[src/rtl/wdt_pkg.sv]
package wdt_pkg;
  localparam int unsigned PRE_W = 8;

  typedef struct packed {
    logic       act;   // 0: interrupt on timeout, 1: reset
    logic       ie;
    logic [1:0] ps;
    logic       en;
    logic [2:0] aux;   // stored only
  } ctrl_t;

  function automatic logic [PRE_W-1:0] wdt_term(input logic [1:0] ps);
    case (ps)
      2'b00:   wdt_term = PRE_W'(3);
      2'b01:   wdt_term = PRE_W'(15);
      2'b10:   wdt_term = PRE_W'(63);
      default: wdt_term = PRE_W'(255);
    endcase
  endfunction
endpackage

[src/rtl/wdt_ctrl_reg.sv]
module wdt_ctrl_reg
  import wdt_pkg::*;
(
  input  logic  clk_i,
  input  logic  rst_ni,
  input  logic  clear_i,
  input  logic  wr_en_i,
  input  ctrl_t wr_data_i,
  input  logic  ien_set_i,
  input  logic  ret_set_i,
  input  logic  ien_clr_i,
  input  logic  accept_i,
  output ctrl_t ctrl_o
);
  ctrl_t q;

  // later assignments win: write < set < disable < accept
  always_ff @(posedge clk_i or negedge rst_ni) begin
    if (!rst_ni) q <= '0;
    else if (clear_i) q <= '0;
    else begin
      if (wr_en_i) q <= wr_data_i;
      if (ien_set_i || ret_set_i) q.ie <= 1'b1;
      if (ien_clr_i) q.ie <= 1'b0;
      if (accept_i) q.ie <= 1'b0;
    end
  end

  assign ctrl_o = q;

  a_r8_accept_wins: assert property (@(posedge clk_i) disable iff (!rst_ni)
    accept_i |=> !ctrl_o.ie);
  a_r7_set_takes: assert property (@(posedge clk_i) disable iff (!rst_ni)
    ((ien_set_i || ret_set_i) && !ien_clr_i && !accept_i && !clear_i) |=> ctrl_o.ie);
  a_r7_clr_takes: assert property (@(posedge clk_i) disable iff (!rst_ni)
    ien_clr_i |=> !ctrl_o.ie);
endmodule

[src/rtl/wdt_timer.sv]
module wdt_timer
  import wdt_pkg::*;
#(
  parameter int unsigned CNT_W = 8
) (
  input  logic       clk_i,
  input  logic       rst_ni,
  input  logic       tick_i,
  input  logic       en_i,
  input  logic       clr_i,
  input  logic       pre_clr_i,
  input  logic [1:0] ps_i,
  output logic       timeout_o
);
  logic [PRE_W-1:0] pre_q, term;
  logic [CNT_W-1:0] cnt_q;
  logic adv, pre_wrap;

  assign term      = wdt_term(ps_i);
  assign adv       = tick_i && en_i;
  assign pre_wrap  = adv && (pre_q == term);
  assign timeout_o = pre_wrap && (&cnt_q);

  always_ff @(posedge clk_i or negedge rst_ni) begin
    if (!rst_ni) begin
      pre_q <= '0;
      cnt_q <= '0;
    end else if (clr_i) begin
      pre_q <= '0;
      cnt_q <= '0;
    end else begin
      if (pre_clr_i) pre_q <= '0;
      else if (adv) pre_q <= pre_wrap ? '0 : pre_q + 1'b1;
      if (pre_wrap) cnt_q <= cnt_q + 1'b1;
    end
  end

  a_r2_pre_in_range: assert property (@(posedge clk_i) disable iff (!rst_ni)
    pre_q <= wdt_term(ps_i));
  a_r3_hold_when_off: assert property (@(posedge clk_i) disable iff (!rst_ni)
    (!en_i && !clr_i) |=> $stable(cnt_q));
  a_r4_clear_zero: assert property (@(posedge clk_i) disable iff (!rst_ni)
    clr_i |=> (cnt_q == '0) && (pre_q == '0));
endmodule

[src/rtl/wdt_event.sv]
module wdt_event #(
  parameter int unsigned RST_LEN = 4
) (
  input  logic clk_i,
  input  logic rst_ni,
  input  logic timeout_i,
  input  logic act_i,
  input  logic ack_i,
  output logic pend_o,
  output logic start_o,
  output logic busy_o
);
  localparam int unsigned RW = $clog2(RST_LEN + 1);
  logic [RW-1:0] rcnt_q;
  logic pend_q;

  assign start_o = timeout_i && act_i;
  assign busy_o  = (rcnt_q != '0);
  assign pend_o  = pend_q;

  always_ff @(posedge clk_i or negedge rst_ni) begin
    if (!rst_ni) begin
      pend_q <= 1'b0;
      rcnt_q <= '0;
    end else begin
      if (start_o) pend_q <= 1'b0;
      else if (timeout_i) pend_q <= 1'b1;
      else if (ack_i) pend_q <= 1'b0;
      if (start_o) rcnt_q <= RW'(RST_LEN);
      else if (busy_o) rcnt_q <= rcnt_q - 1'b1;
    end
  end

  a_r5_pend_sets: assert property (@(posedge clk_i) disable iff (!rst_ni)
    (timeout_i && !act_i) |=> pend_o);
  a_r5_ack_clears: assert property (@(posedge clk_i) disable iff (!rst_ni)
    (ack_i && !timeout_i) |=> !pend_o);
  a_r6_pulse_starts: assert property (@(posedge clk_i) disable iff (!rst_ni)
    start_o |=> busy_o);
  a_r6_no_timeout_in_pulse: assert property (@(posedge clk_i) disable iff (!rst_ni)
    busy_o |-> !timeout_i);
endmodule

[src/rtl/wdt_irq_ctrl.sv]
module wdt_irq_ctrl
  import wdt_pkg::*;
#(
  parameter int unsigned CNT_W   = 8,
  parameter int unsigned RST_LEN = 4
) (
  input  logic       clk_i,
  input  logic       rst_ni,
  input  logic       tick_i,
  input  logic       wr_en_i,
  input  logic [7:0] wr_data_i,
  output logic [7:0] rd_data_o,
  input  logic       ien_set_i,
  input  logic       ret_set_i,
  input  logic       ien_clr_i,
  input  logic       irq_accept_i,
  input  logic       wdt_clr_i,
  input  logic       irq_ack_i,
  output logic       wdt_irq_o,
  output logic       wdt_rst_o
);
  ctrl_t ctrl, wdata;
  logic timeout, pend, start, busy, hold, ps_chg;

  assign wdata  = ctrl_t'(wr_data_i);
  assign hold   = start || busy;
  assign ps_chg = wr_en_i && (wdata.ps != ctrl.ps);

  wdt_ctrl_reg u_reg (
    .clk_i     (clk_i),
    .rst_ni    (rst_ni),
    .clear_i   (hold),
    .wr_en_i   (wr_en_i),
    .wr_data_i (wdata),
    .ien_set_i (ien_set_i),
    .ret_set_i (ret_set_i),
    .ien_clr_i (ien_clr_i),
    .accept_i  (irq_accept_i),
    .ctrl_o    (ctrl)
  );

  wdt_timer #(.CNT_W(CNT_W)) u_tmr (
    .clk_i     (clk_i),
    .rst_ni    (rst_ni),
    .tick_i    (tick_i),
    .en_i      (ctrl.en),
    .clr_i     (wdt_clr_i || hold),
    .pre_clr_i (ps_chg),
    .ps_i      (ctrl.ps),
    .timeout_o (timeout)
  );

  wdt_event #(.RST_LEN(RST_LEN)) u_evt (
    .clk_i     (clk_i),
    .rst_ni    (rst_ni),
    .timeout_i (timeout),
    .act_i     (ctrl.act),
    .ack_i     (irq_ack_i),
    .pend_o    (pend),
    .start_o   (start),
    .busy_o    (busy)
  );

  assign rd_data_o = ctrl;
  assign wdt_irq_o = pend && ctrl.ie;
  assign wdt_rst_o = busy;

  a_r6_word_cleared: assert property (@(posedge clk_i) disable iff (!rst_ni)
    wdt_rst_o |-> (rd_data_o == 8'h00));
  a_r6_write_ignored: assert property (@(posedge clk_i) disable iff (!rst_ni)
    (wdt_rst_o && wr_en_i) |=> (rd_data_o == 8'h00));
endmodule

[config.mk]
export PLATFORM = sky130hd
export DESIGN_NAME = wdt_irq_ctrl
export DESIGN_NICKNAME = d
export VERILOG_FILES = /design/src/rtl/wdt_pkg.sv /design/src/rtl/wdt_ctrl_reg.sv /design/src/rtl/wdt_timer.sv /design/src/rtl/wdt_event.sv /design/src/rtl/wdt_irq_ctrl.sv
export SDC_FILE = /design/constraint.sdc
export NUM_CORES = 1
export LEC_CHECK = 0
export BUFFER_PORTS_ARGS = -buffer_cell sky130_fd_sc_hd__buf_2
export CORE_MARGIN = 2
export CORE_UTILIZATION = 40
export DETAILED_ROUTE_END_ITERATION = 8
export GPL_ROUTABILITY_DRIVEN = 0
export GPL_TIMING_DRIVEN = 0
export HOLD_SLACK_MARGIN = 0.05
export SLEW_MARGIN = 10
export SYNTH_ARGS = -nofsm -noshare
export SYNTH_HDL_FRONTEND = slang
export SYNTH_HIERARCHICAL = 1
export SYNTH_SLANG_ARGS = --single-unit
[constraint.sdc]
create_clock -name clk_i -period 5.2 [get_ports clk_i]
set_input_delay 0.26 -clock clk_i [delete_from_list [all_inputs] [get_ports clk_i]]
set_output_delay 0.26 -clock clk_i [all_outputs]
set_load 0.1 [all_outputs]
==> results by group, run 1 <==
GRT
  • Total track usage: approximately 17%
  • Largest net degree at the start of global routing: 29
  • First-pass GRT wire length: 5710 µm
  • Vias in the first global route: 1327
  • Gr ovfl total: 0
  • Initial antenna violation count: 0

Critical path
  • WS Path Type: reg2reg
  • Worst EP required: about 5400 ps
  • Worst Setup Start Kind: flip-flop
  • Top delay family on crit path: simple AND/OR/NAND/NOR gates
  • CP peak stage delay: 520 ps
  • WP buf/inv: 2
  • Critical Path Slowest Stage Cell: o211ai_1
  • Max Fanout on Critical Path: 10
  • Ordered list of cells on the worst path: nor3b_1 > o211ai_1 > a211oi_1 > and4_1 > and2_4 > or3_1 > buf_6 > or2_2 > clkbuf_1 > a21oi_1 > nand2_1 > o21ai_0
  • CP Capture Type: flip-flop
  • CP arrival: around 3400 ps

Outcome
  • Run status: finished clean

Clock tree
  • Worst-path clk slew: 90 ps
  • H-tree Lvls: 1
  • Clk root buf: clkbuf_8
  • CTS Buf Count: 3
  • TritonCTS clock tree: built
  • Clock Latency Late Sink: 270 ps
  • Clk sinks: 28
  • Max Buffers Root-to-Sink: 2
  • # resized after CTS: 0

Route
  • First-iteration detailed-routing DRC count: 31
  • Vias: approximately 1300
  • DRT Wirelength: ~3300 µm
  • Vias/cell: about 5.3
  • ANT nets after route: 0
  • Drc violations: 0
  • WL per Instance: between 10 and 15 µm
  • Drt pass-1 iters: 4

Floorplan
  • Die height: 67.4 µm
  • Die Width: a little under 70 µm
  • Top Ports: 28
  • Die area: 0.00455 mm²
  • CORE AREA: 0.00394 mm²
  • Num rows: 23
  • Initial Utilization: 40.8%

Timing
  • Unrepaired setup endpoints after global routing: no
  • Finish-stage setup viols: 0
  • Crit share post-route: 62.1%
  • Final hold vios: 0
  • Final min period: 3230 ps
  • Setup TNS: 0 ps
  • Worst Skew: 4.42 ps
  • Worst-Margin Slew: ~640 ps
  • Slew Limit Headroom: 57.2%
  • FMAX: 310 MHz
  • Max-slew violation count: 0

Cells and area
  • Fill cells: 349
  • Nets: 211
  • Highest-count cells in the layout ignoring fill and taps: dfrtp_1 (28), buf_2 (27), nor2_1 (20)
  • Layout Area Growth over Synthesis: 15.5%
  • Most common cell after layout, fill and taps aside: dfrtp_1
  • N_diodes: 0
  • Share of layout cells above drive strength 1: 26.7%
  • Finished Cell Area: 0.00186 mm²

Logic synthesis
  • Syn Area/Cell: 10.3 µm²
  • Library cells used by synthesis: 43
  • Post-synth ARST share: between 90% and 100%
  • Seq/Total Area, Yosys: 43.5%
  • Synthesized flop and latch total: 28
  • Main synth FF type: dfrtp_1
  • Synth warn: 6
  • Cell count after synthesis: 156
  • Mapped cell area: 0.00161 mm²
  • EDFF count, synth: 0
  • Post-Syn Nets: 178

Power
  • VDD IR-drop max: roughly 0.00018 V
  • Leakage Power: 0.855 nW
  • Pwr/cell area: 237 mW/mm²

Min path
  • Hold crit path type: in2reg

Placement
  • Post-DP Area: 0.00181 mm²
  • DP Wirelength: 2470 µm
  • Buffers on Ports: 27

Job
  • Max-cap viol count: 0
what timing repair did:
item / in CTS / in global routing
hold buffers: 1 / 0
buffers inserted: 0 / 0
endpoints found under the hold margin: 28 / 0
path summary, 6_finish.rpt:
path	from	to	slack [ps]	depth (start not counted)
max in group asynchronous	rst_ni	u_tmr/cnt_q[0]$_DFFE_PN0P_	4240	2
min in group asynchronous	rst_ni	u_tmr/cnt_q[3]$_DFFE_PN0P_	550	2
max reg2reg	u_reg/ctrl_o[4]$_DFFE_PN0P_	u_tmr/pre_q[1]$_DFFE_PN0P_	1970	12
max	u_reg/ctrl_o[4]$_DFFE_PN0P_	u_tmr/pre_q[1]$_DFFE_PN0P_	1970	12
min reg2reg	u_evt/pend_o$_DFFE_PN0P_	u_evt/pend_o$_DFFE_PN0P_	500	2
min	ien_clr_i	u_reg/ctrl_o[6]$_DFFE_PN0P_	140	2
Yosys cell counts (2+ instances only):
cell       instances  area share (%)
a2111oi_2          3             2.8
ha_1               4             3.1
xor2_1             6             3.3
nand4_1            4             1.6
and2_1             2            0.78
a211o_1            3             1.6
mux2i_1            9             5.6
and4_1             3             1.6
nand3_1            7             2.2
nor2_1            20             4.7
nand2_1            9             2.1
mux2_1             2             1.4
nor2b_1            6             2.3
o21ai_0            2            0.62
nor3_1             6             1.9
inv_1              4            0.93
a211oi_1           4             1.9
dfrtp_1           28              44
and2b_2            2             1.1
buf_6              3             2.1
nand2b_1           2            0.78
xnor2_1            3             1.6
mux2_2             4             2.8
layout make-up:
type	count	area, µm²	share of cell area, %
Tap cell	50	62.6	3.37
Sequential cell	28	701	37.7
Clock buffer	3	41.3	2.22
Buffer	5	41.3	2.22
Inverter	4	15.0	0.808
Timing Repair Buffer	28	145	7.81
Multi-Input combinational cell	119	852	45.9
per-layer routing:
layer  global-route usage, %  wire length [µm]  up-vias  share of wire, %
li1                        -                 -      615                 -
met1                    19.5              1520      612                46
met2                    29.1              1660       32                49
met3                    2.83               115        6               3.4
met4                    8.93                49        0               1.5
met5                       0                 0        -                 0
logic make-up (layout without fill, tap and decap cells):
kind of cell    count (synthesis)  count (layout)  synth area share [%]
simple gates                   71              71                  23.7
buf+inv                         9              40                  3.50
mux                            16              16                  10.7
compound gates                 19              19                  10.5
flops                          28              28                  43.5
xor+xnor                        9               9                  4.90
fa+ha+maj                       4               4                  3.11
per-stage QoR:
step / hold WS (ps) / std cells / worst slack (ps) / total power, mW / util, %
global route: 144 / 237 / 1770 / 0.462 / 47.1
detailed placement: 331 / 233 / 2020 / 0.330 / 45.8
CTS: 136 / 237 / 1980 / 0.448 / 47.1
global placement: 311 / 233 / 2030 / 0.327 / 45.8
floorplan: -35.6 / 156 / 1820 / 0.304 / -
finish: 145 / 237 / 1970 / 0.441 / 47.1
flip-flops by register name (all words and copies together) (netlist names):
| signal | flops |
|---|---|
| u_evt/pend_o | 1 |
| u_evt/rcnt_q | 3 |
| u_tmr/cnt_q | 8 |
| u_reg/ctrl_o | 8 |
| u_tmr/pre_q | 8 |
worst register-to-register path, delay by kind of cell, from the launching register on:
kind	cells	cell delay, ps
buffers and inverters	2	330
flip-flops	1	470
AND/OR/NAND/NOR	6	1350
AO/OA/AOI/OAI	4	990
where the power goes:
group	internal, mW	switching [mW]	total [mW]
registers	0.224	0.00852	0.233
logic	0.0230	0.0699	0.0929
clock network	0.0520	0.0634	0.115
total	0.299	0.142	0.441
Note: power is estimated with default switching activity, not from simulation.
==> inputs of run 2 (changes only) <==
==> constraint.sdc (replaced) <==
create_clock -name clk_i -period 3.2 [get_ports clk_i]
set_input_delay 0.16 -clock clk_i [delete_from_list [all_inputs] [get_ports clk_i]]
set_output_delay 0.16 -clock clk_i [all_outputs]
set_load 0.1 [all_outputs]
==> run 2 against run 1 <==
- clock skew up 4.5 ps
- largest power group unchanged
- die area unchanged
- hold slack worse by 19 ps
- combinational power up 64%
- critical path type unchanged
- cell area up 2.1%
==> results by group, run 2 (synthesized netlist as in run 1, its figures left out) <==
Timing
  • Final worst slack: 229 ps (-1740 ps)
  • Max-slew violation count: 0 (unchanged)
  • Unrepaired setup endpoints after global routing: no
  • Finish-stage setup viols: 0 (unchanged)
  • Slew Limit Headroom: 57.6% (+0.39 points)
  • Crit share post-route: 92.9% (+31 points)
  • Final min period: 2970 ps (-257 ps)
  • Worst Skew: 8.91 ps (+4.49 ps)
  • FMAX: 337 MHz (+8.6%)
  • Worst-Margin Slew: 637 ps (-5.87 ps)
  • Final hold vios: 0 (unchanged)

Cells and area
  • Final Util: 48.1% (+0.98 points)
  • Fill cells: 358 (+2.6%)
  • Layout Area Growth over Synthesis: 17.9%
  • Highest-count cells in the layout ignoring fill and taps: buf_2 (27), dfrtp_1 (26), nor2_1 (20)
  • Nets: 214 (+1.4%)
  • N_diodes: 0 (unchanged)
  • Share of layout cells above drive strength 1: 28.3% (+1.5 points)
  • Finished Cell Area: 0.00190 mm² (+2.1%)
  • Most common cell after layout, fill and taps aside: buf_2

Power
  • Sw power: 232 µW (+64%)
  • Sw Ratio: 32.0% (-0.13 points)
  • Cell internal pwr: 493 µW (+65%)
  • Part of the power in registers: 52.0% (-0.8 points)
  • Pwr/cell area: 382 mW/mm² (+61%)
  • Comb pwr share: 21.0% (about the same)
  • Clock group share of total power: 27.0% (+0.8 points)
  • Leakage Power: 0.867 nW (+1.4%)
  • VDD IR-drop max: 0.000214 V (+19%)

Critical path
  • Worst Setup Start Kind: flip-flop
  • Ordered list of cells on the worst path: a211o_1 > a221o_2 > a211oi_2 > and4_1 > and2_4 > or3_1 > buf_6 > or2_2 > clkbuf_1 > a21oi_1 > nand2_1 > o21ai_0
  • Critical Path Slowest Stage Cell: dfrtp_2
  • Setup slack, reg-to-reg: 230 ps (-1740 ps)
  • Max Fanout on Critical Path: 10 (unchanged)
  • CP arrival: 3110 ps (-310 ps)
  • Worst EP required: 3340 ps (-2050 ps)
  • WS Path Type: reg2reg
  • CP peak stage delay: 470 ps (-50 ps)
  • CP Capture Type: flip-flop

GRT
  • Largest net degree at the start of global routing: 29 (unchanged)
  • Vias in the first global route: 1249 (-5.9%)
  • Gr ovfl total: 0 (unchanged)
  • First-pass GRT wire length: 5460 µm (-4.2%)
  • Initial antenna violation count: 0 (unchanged)
  • Total track usage: 15.8% (-0.86 points)

Route
  • First-iteration detailed-routing DRC count: 37 (+19%)
  • DRT Wirelength: 3160 µm (-5.5%)
  • Drc violations: 0 (unchanged)
  • Vias: 1257 (-0.63%)
  • Vias/cell: 5.22 (-2.3%)
  • WL per Instance: 13.1 µm (-7.1%)
  • Drt pass-1 iters: 4 (unchanged)
  • ANT nets after route: 0 (unchanged)

Clock tree
  • Clock Latency Late Sink: 280 ps (about the same)
  • TritonCTS clock tree: built
  • Clk sinks: 28 (unchanged)
  • Max Buffers Root-to-Sink: 2 (unchanged)
  • H-tree Lvls: 1 (unchanged)
  • CTS Buf Count: 3 (unchanged)
  • Worst-path clk slew: 100 ps (about the same)
  • Clk root buf: clkbuf_8

Floorplan
  • CORE AREA: 0.00394 mm² (unchanged)
  • Die area: 0.00455 mm² (unchanged)
  • Top Ports: 28 (unchanged)
  • Initial Utilization: 40.8% (unchanged)
  • Num rows: 23 (unchanged)
  • Die height: 67.4 µm (unchanged)
  • Die Width: 67.4 µm (unchanged)

Job
  • Max-cap viol count: 0 (unchanged)

Placement
  • Post-DP Area: 0.00181 mm² (+0.14%)
  • DP Wirelength: 2310 µm (-6.5%)
  • Pre-CTS setup slack: -28.0 ps (-2050 ps)
  • Buffers on Ports: 27 (unchanged)

Min path
  • Hold crit path type: in2reg

Outcome
  • Run status: finished clean
[run 2: area by class of cell]
class / count / area, µm² / area share (%)
Inverter: 4 / 15.0 / 0.792
Multi-Input combinational cell: 119 / 857 / 45.2
Timing Repair Buffer: 31 / 173 / 9.10
Buffer: 5 / 41.3 / 2.18
Sequential cell: 28 / 703 / 37.1
Tap cell: 50 / 62.6 / 3.30
Clock buffer: 4 / 45.0 / 2.37
[run 2: what timing repair did]
item / CTS / global route
hold buffers: 3 / 0
pin swaps: 1 / 0
setup endpoints to repair: 2 / 5
resized for setup: 0 / 1
setup buffers: 1 / 0
endpoints found under the hold margin: 29 / 0
[run 2: path summary, 6_finish.rpt]
path	from	endpoint	cells past startpoint
max	u_reg/ctrl_o[4]$_DFFE_PN0P_	u_tmr/pre_q[0]$_DFFE_PN0P_	12
max reg2reg	u_reg/ctrl_o[4]$_DFFE_PN0P_	u_tmr/pre_q[0]$_DFFE_PN0P_	12
min	irq_ack_i	u_evt/pend_o$_DFFE_PN0P_	4
max in group asynchronous	rst_ni	u_reg/ctrl_o[5]$_DFFE_PN0P_	2
min in group asynchronous	rst_ni	u_reg/ctrl_o[3]$_DFFE_PN0P_	2
min reg2reg	u_reg/ctrl_o[7]$_DFFE_PN0P_	u_evt/pend_o$_DFFE_PN0P_	1
[run 2: routing by layer]
metal	routed length [µm]	share of wire, %	vias to the layer above	global-route usage (%)
met5	0	0	-	0
met4	21	0.66	0	5.36
met3	136	4.3	2	2.17
met2	1440	46	33	26.0
met1	1560	49	596	21.5
li1	-	-	626	-
[run 2: metrics by stage]
step	cells	hold WS (ps)	power, mW	TNS (ps)
CTS	241	117	0.737	0
detailed placement	233	223	0.534	-28.0
global route	241	134	0.761	0
global placement	233	211	0.531	0
finish	241	125	0.725	0
floorplan	156	-136	0.494	0
[run 2: power by group through the flow]
stage	Combinational (mW)	Clock, mW	Sequential [mW]
after floorplan	0.0415	0	0.453
after global placement	0.148	0	0.383
after detailed placement	0.151	0	0.384
after CTS	0.153	0.207	0.377
after global routing	0.163	0.219	0.379
final	0.152	0.196	0.377
[run 2: worst max-delay path: cells and delay by family, from the launching register on]
kind                   cells  cell delay [ps]
flip-flops                 1              470
AND/OR/NAND/NOR            5              780
AO/OA/AOI/OAI              5             1190
buffers and inverters      2              400
==> inputs of run 3 (changes only) <==
--- a/config.mk
+++ b/config.mk
@@ -12,7 +12,8 @@
 export GPL_ROUTABILITY_DRIVEN = 0
 export GPL_TIMING_DRIVEN = 0
 export HOLD_SLACK_MARGIN = 0.05
-export SLEW_MARGIN = 10
+export REMOVE_ABC_BUFFERS = 1
+export SLEW_MARGIN = 0
 export SYNTH_ARGS = -nofsm -noshare
 export SYNTH_HDL_FRONTEND = slang
 export SYNTH_HIERARCHICAL = 1
==> run 3 against run 2 <==
- setup slack lost 47 ps
- clock skew decreased by 7.5 ps
- critical path type unchanged
- non-clock buffer count fell by 5
- flip-flop and latch count unchanged
==> results by group, run 3 (synthesized netlist as in run 1, its figures left out) <==
Critical path
  • CP arrival: 3180 ps (+70 ps)
  • R2R Path Start: u_reg/ctrl_o[4]$_DFFE_PN0P_
  • Worst EP required: 3360 ps (+20 ps)
  • CP Capture Type: flip-flop
  • R2R depth: 8 (-4)
  • WS Path Type: reg2reg
  • Worst Setup Start Kind: flip-flop
  • Critical R2R Capture: u_reg/ctrl_o[6]$_DFFE_PN0P_
  • Setup slack, reg-to-reg: 180 ps (-50 ps)
  • Max Fanout on Critical Path: 8 (-2)

Floorplan
  • CORE AREA: 0.00394 mm² (unchanged)
  • Die Width: 67.4 µm (unchanged)
  • Top Ports: 28 (unchanged)
  • Die height: 67.4 µm (unchanged)
  • Num rows: 23 (unchanged)
  • Initial Utilization: 40.8% (unchanged)
  • Die area: 0.00455 mm² (unchanged)

Cells and area
  • Highest-count cells in the layout ignoring fill and taps: dfrtp_1 (28), buf_2 (27), nor2_1 (20)
  • Nets: 209 (-2.3%)
  • Layout Area Growth over Synthesis: 17.1%
  • Share of layout cells above drive strength 1: 27.4% (-0.85 points)
  • N_diodes: 0 (unchanged)
  • Most common cell after layout, fill and taps aside: dfrtp_1

Timing
  • Max-slew violation count: 0 (unchanged)
  • Final min period: 3020 ps (+46.9 ps)
  • FMAX: 331 MHz (-1.6%)
  • Final hold vios: 0 (unchanged)
  • Unrepaired setup endpoints after global routing: no
  • Slew Limit Headroom: 59.2% (+1.7 points)
  • Final worst slack: 182 ps (-46.9 ps)
  • Worst-Margin Slew: 612 ps (-25.1 ps)
  • Worst Skew: 1.43 ps (-7.48 ps)
  • Finish-stage setup viols: 0 (unchanged)
  • Crit share post-route: 94.3% (+1.5 points)
  • Hold slack: 128 ps (+2.38 ps)

Min path
  • Hold path endpoint: u_evt/pend_o$_DFFE_PN0P_
  • Worst hold path startpoint: irq_ack_i
  • Hold depth: 4 (unchanged)
  • Hold crit path type: in2reg

GRT
  • Vias in the first global route: 1312 (+5.0%)
  • First-pass GRT wire length: 5950 µm (+8.8%)
  • Total track usage: 17.2% (+1.4 points)
  • Gr ovfl total: 0 (unchanged)
  • Initial antenna violation count: 0 (unchanged)
  • Largest net degree at the start of global routing: 29 (unchanged)

Clock tree
  • Clk root buf: clkbuf_8
  • CTS Buf Count: 3 (unchanged)
  • TritonCTS clock tree: built
  • Clk sinks: 28 (unchanged)
  • H-tree Lvls: 1 (unchanged)
  • Worst-path clk slew: 90 ps (about the same)
  • Max Buffers Root-to-Sink: 2 (unchanged)
  • Clock Latency Late Sink: 270 ps (about the same)

Placement
  • Pre-CTS setup slack: -174 ps (-146 ps)
  • DP Wirelength: 2420 µm (+4.9%)
  • Buffers on Ports: 27 (unchanged)

Route
  • Drc violations: 0 (unchanged)
  • WL per Instance: 13.8 µm (+5.5%)
  • Vias: 1241 (-1.3%)
  • Vias/cell: 5.26 (+0.82%)
  • Drt pass-1 iters: 4 (unchanged)
  • DRT Wirelength: 3270 µm (+3.4%)
  • ANT nets after route: 0 (unchanged)
  • First-iteration detailed-routing DRC count: 44 (+19%)

Power
  • VDD IR-drop max: 0.000207 V (-3.4%)
  • Total chip power: 802 µW (+11%)
  • Leakage Power: 0.863 nW (-0.39%)
  • Pwr/cell area: 426 mW/mm² (+11%)

Job
  • Max-cap viol count: 0 (unchanged)

Outcome
  • Run status: finished clean
==> run 3: cell types whose count changed in the layout (fill, tap and decap cells not counted), moves of 2 or more <==
cell,delta
clkbuf_1,-2
dfrtp_1,+2
dfrtp_2,-2
buf_6,-3
==> run 3: cell type report <==
class | instances | area (µm²)
timing repair buffer | 31 | 173
clock buffer | 3 | 41.3
tap | 50 | 62.6
clock inverter | 1 | 30.0
inverter | 4 | 15.0
multi-input combinational | 119 | 862
fill | 376 | 2060
sequential | 28 | 701
==> run 3: power by group <==
group          internal (mW)  switching [mW]
registers              0.364          0.0129
clock network          0.167           0.110
logic                 0.0356           0.112
==> run 3: worst max-delay path by stage <==
stage                                  end  cells after the start  slack (ps)                   startpoint
2_1_floorplan   u_tmr/pre_q[4]$_DFFE_PN0P_                     10        -220  u_reg/ctrl_o[4]$_DFFE_PN0P_
3_3_place_gp    u_tmr/pre_q[4]$_DFFE_PN0P_                     10        -110  u_reg/ctrl_o[4]$_DFFE_PN0P_
3_5_place_dp    u_tmr/pre_q[4]$_DFFE_PN0P_                     10        -170  u_reg/ctrl_o[4]$_DFFE_PN0P_
4_1_cts        u_reg/ctrl_o[6]$_DFFE_PN0P_                      8          70  u_reg/ctrl_o[4]$_DFFE_PN0P_
5_1_grt         u_tmr/pre_q[5]$_DFFE_PN0P_                     10           4  u_reg/ctrl_o[4]$_DFFE_PN0P_
6_report       u_reg/ctrl_o[6]$_DFFE_PN0P_                      8         180  u_reg/ctrl_o[4]$_DFFE_PN0P_
==> run 3: routing by layer <==
metal / GRT usage, % / part of all wire (%) / vias up
met4: 6.89 / 1.2 / 0
li1: - / - / 612
met2: 30.7 / 52 / 16
met5: 0 / 0 / -
met3: 2.17 / 1.9 / 4
met1: 20.9 / 45 / 609
==> run 3: worst max-delay path: stages, from the launching register on <==
cell and delay [ps]:
dfrtp_1 470, a211o_1 320, a221o_2 450, a211oi_2 270
and4_1 290, and2_4 190, or2_1 290, a2111oi_2 60
dlygate4sd3_1 560
==> run 3: repair_timing <==
item | CTS | global route
pin swaps | 1 | 0
setup buffers | 1 | 0
endpoints found under the setup margin | 10 | 7
hold buffers | 3 | 0
hold endpoints to repair | 29 | 0
resized for setup | 1 | 1
==> run 3: stage by stage <==
step                instances  instance area (µm²)  util, %  setup TNS (ps)
global route              236                 1880     47.8               0
floorplan                 151                 1570        -           -1790
detailed placement        228                 1770     44.8           -1180
finish                    236                 1880     47.8               0
global placement          228                 1770     44.8            -699
CTS                       236                 1880     47.7               0
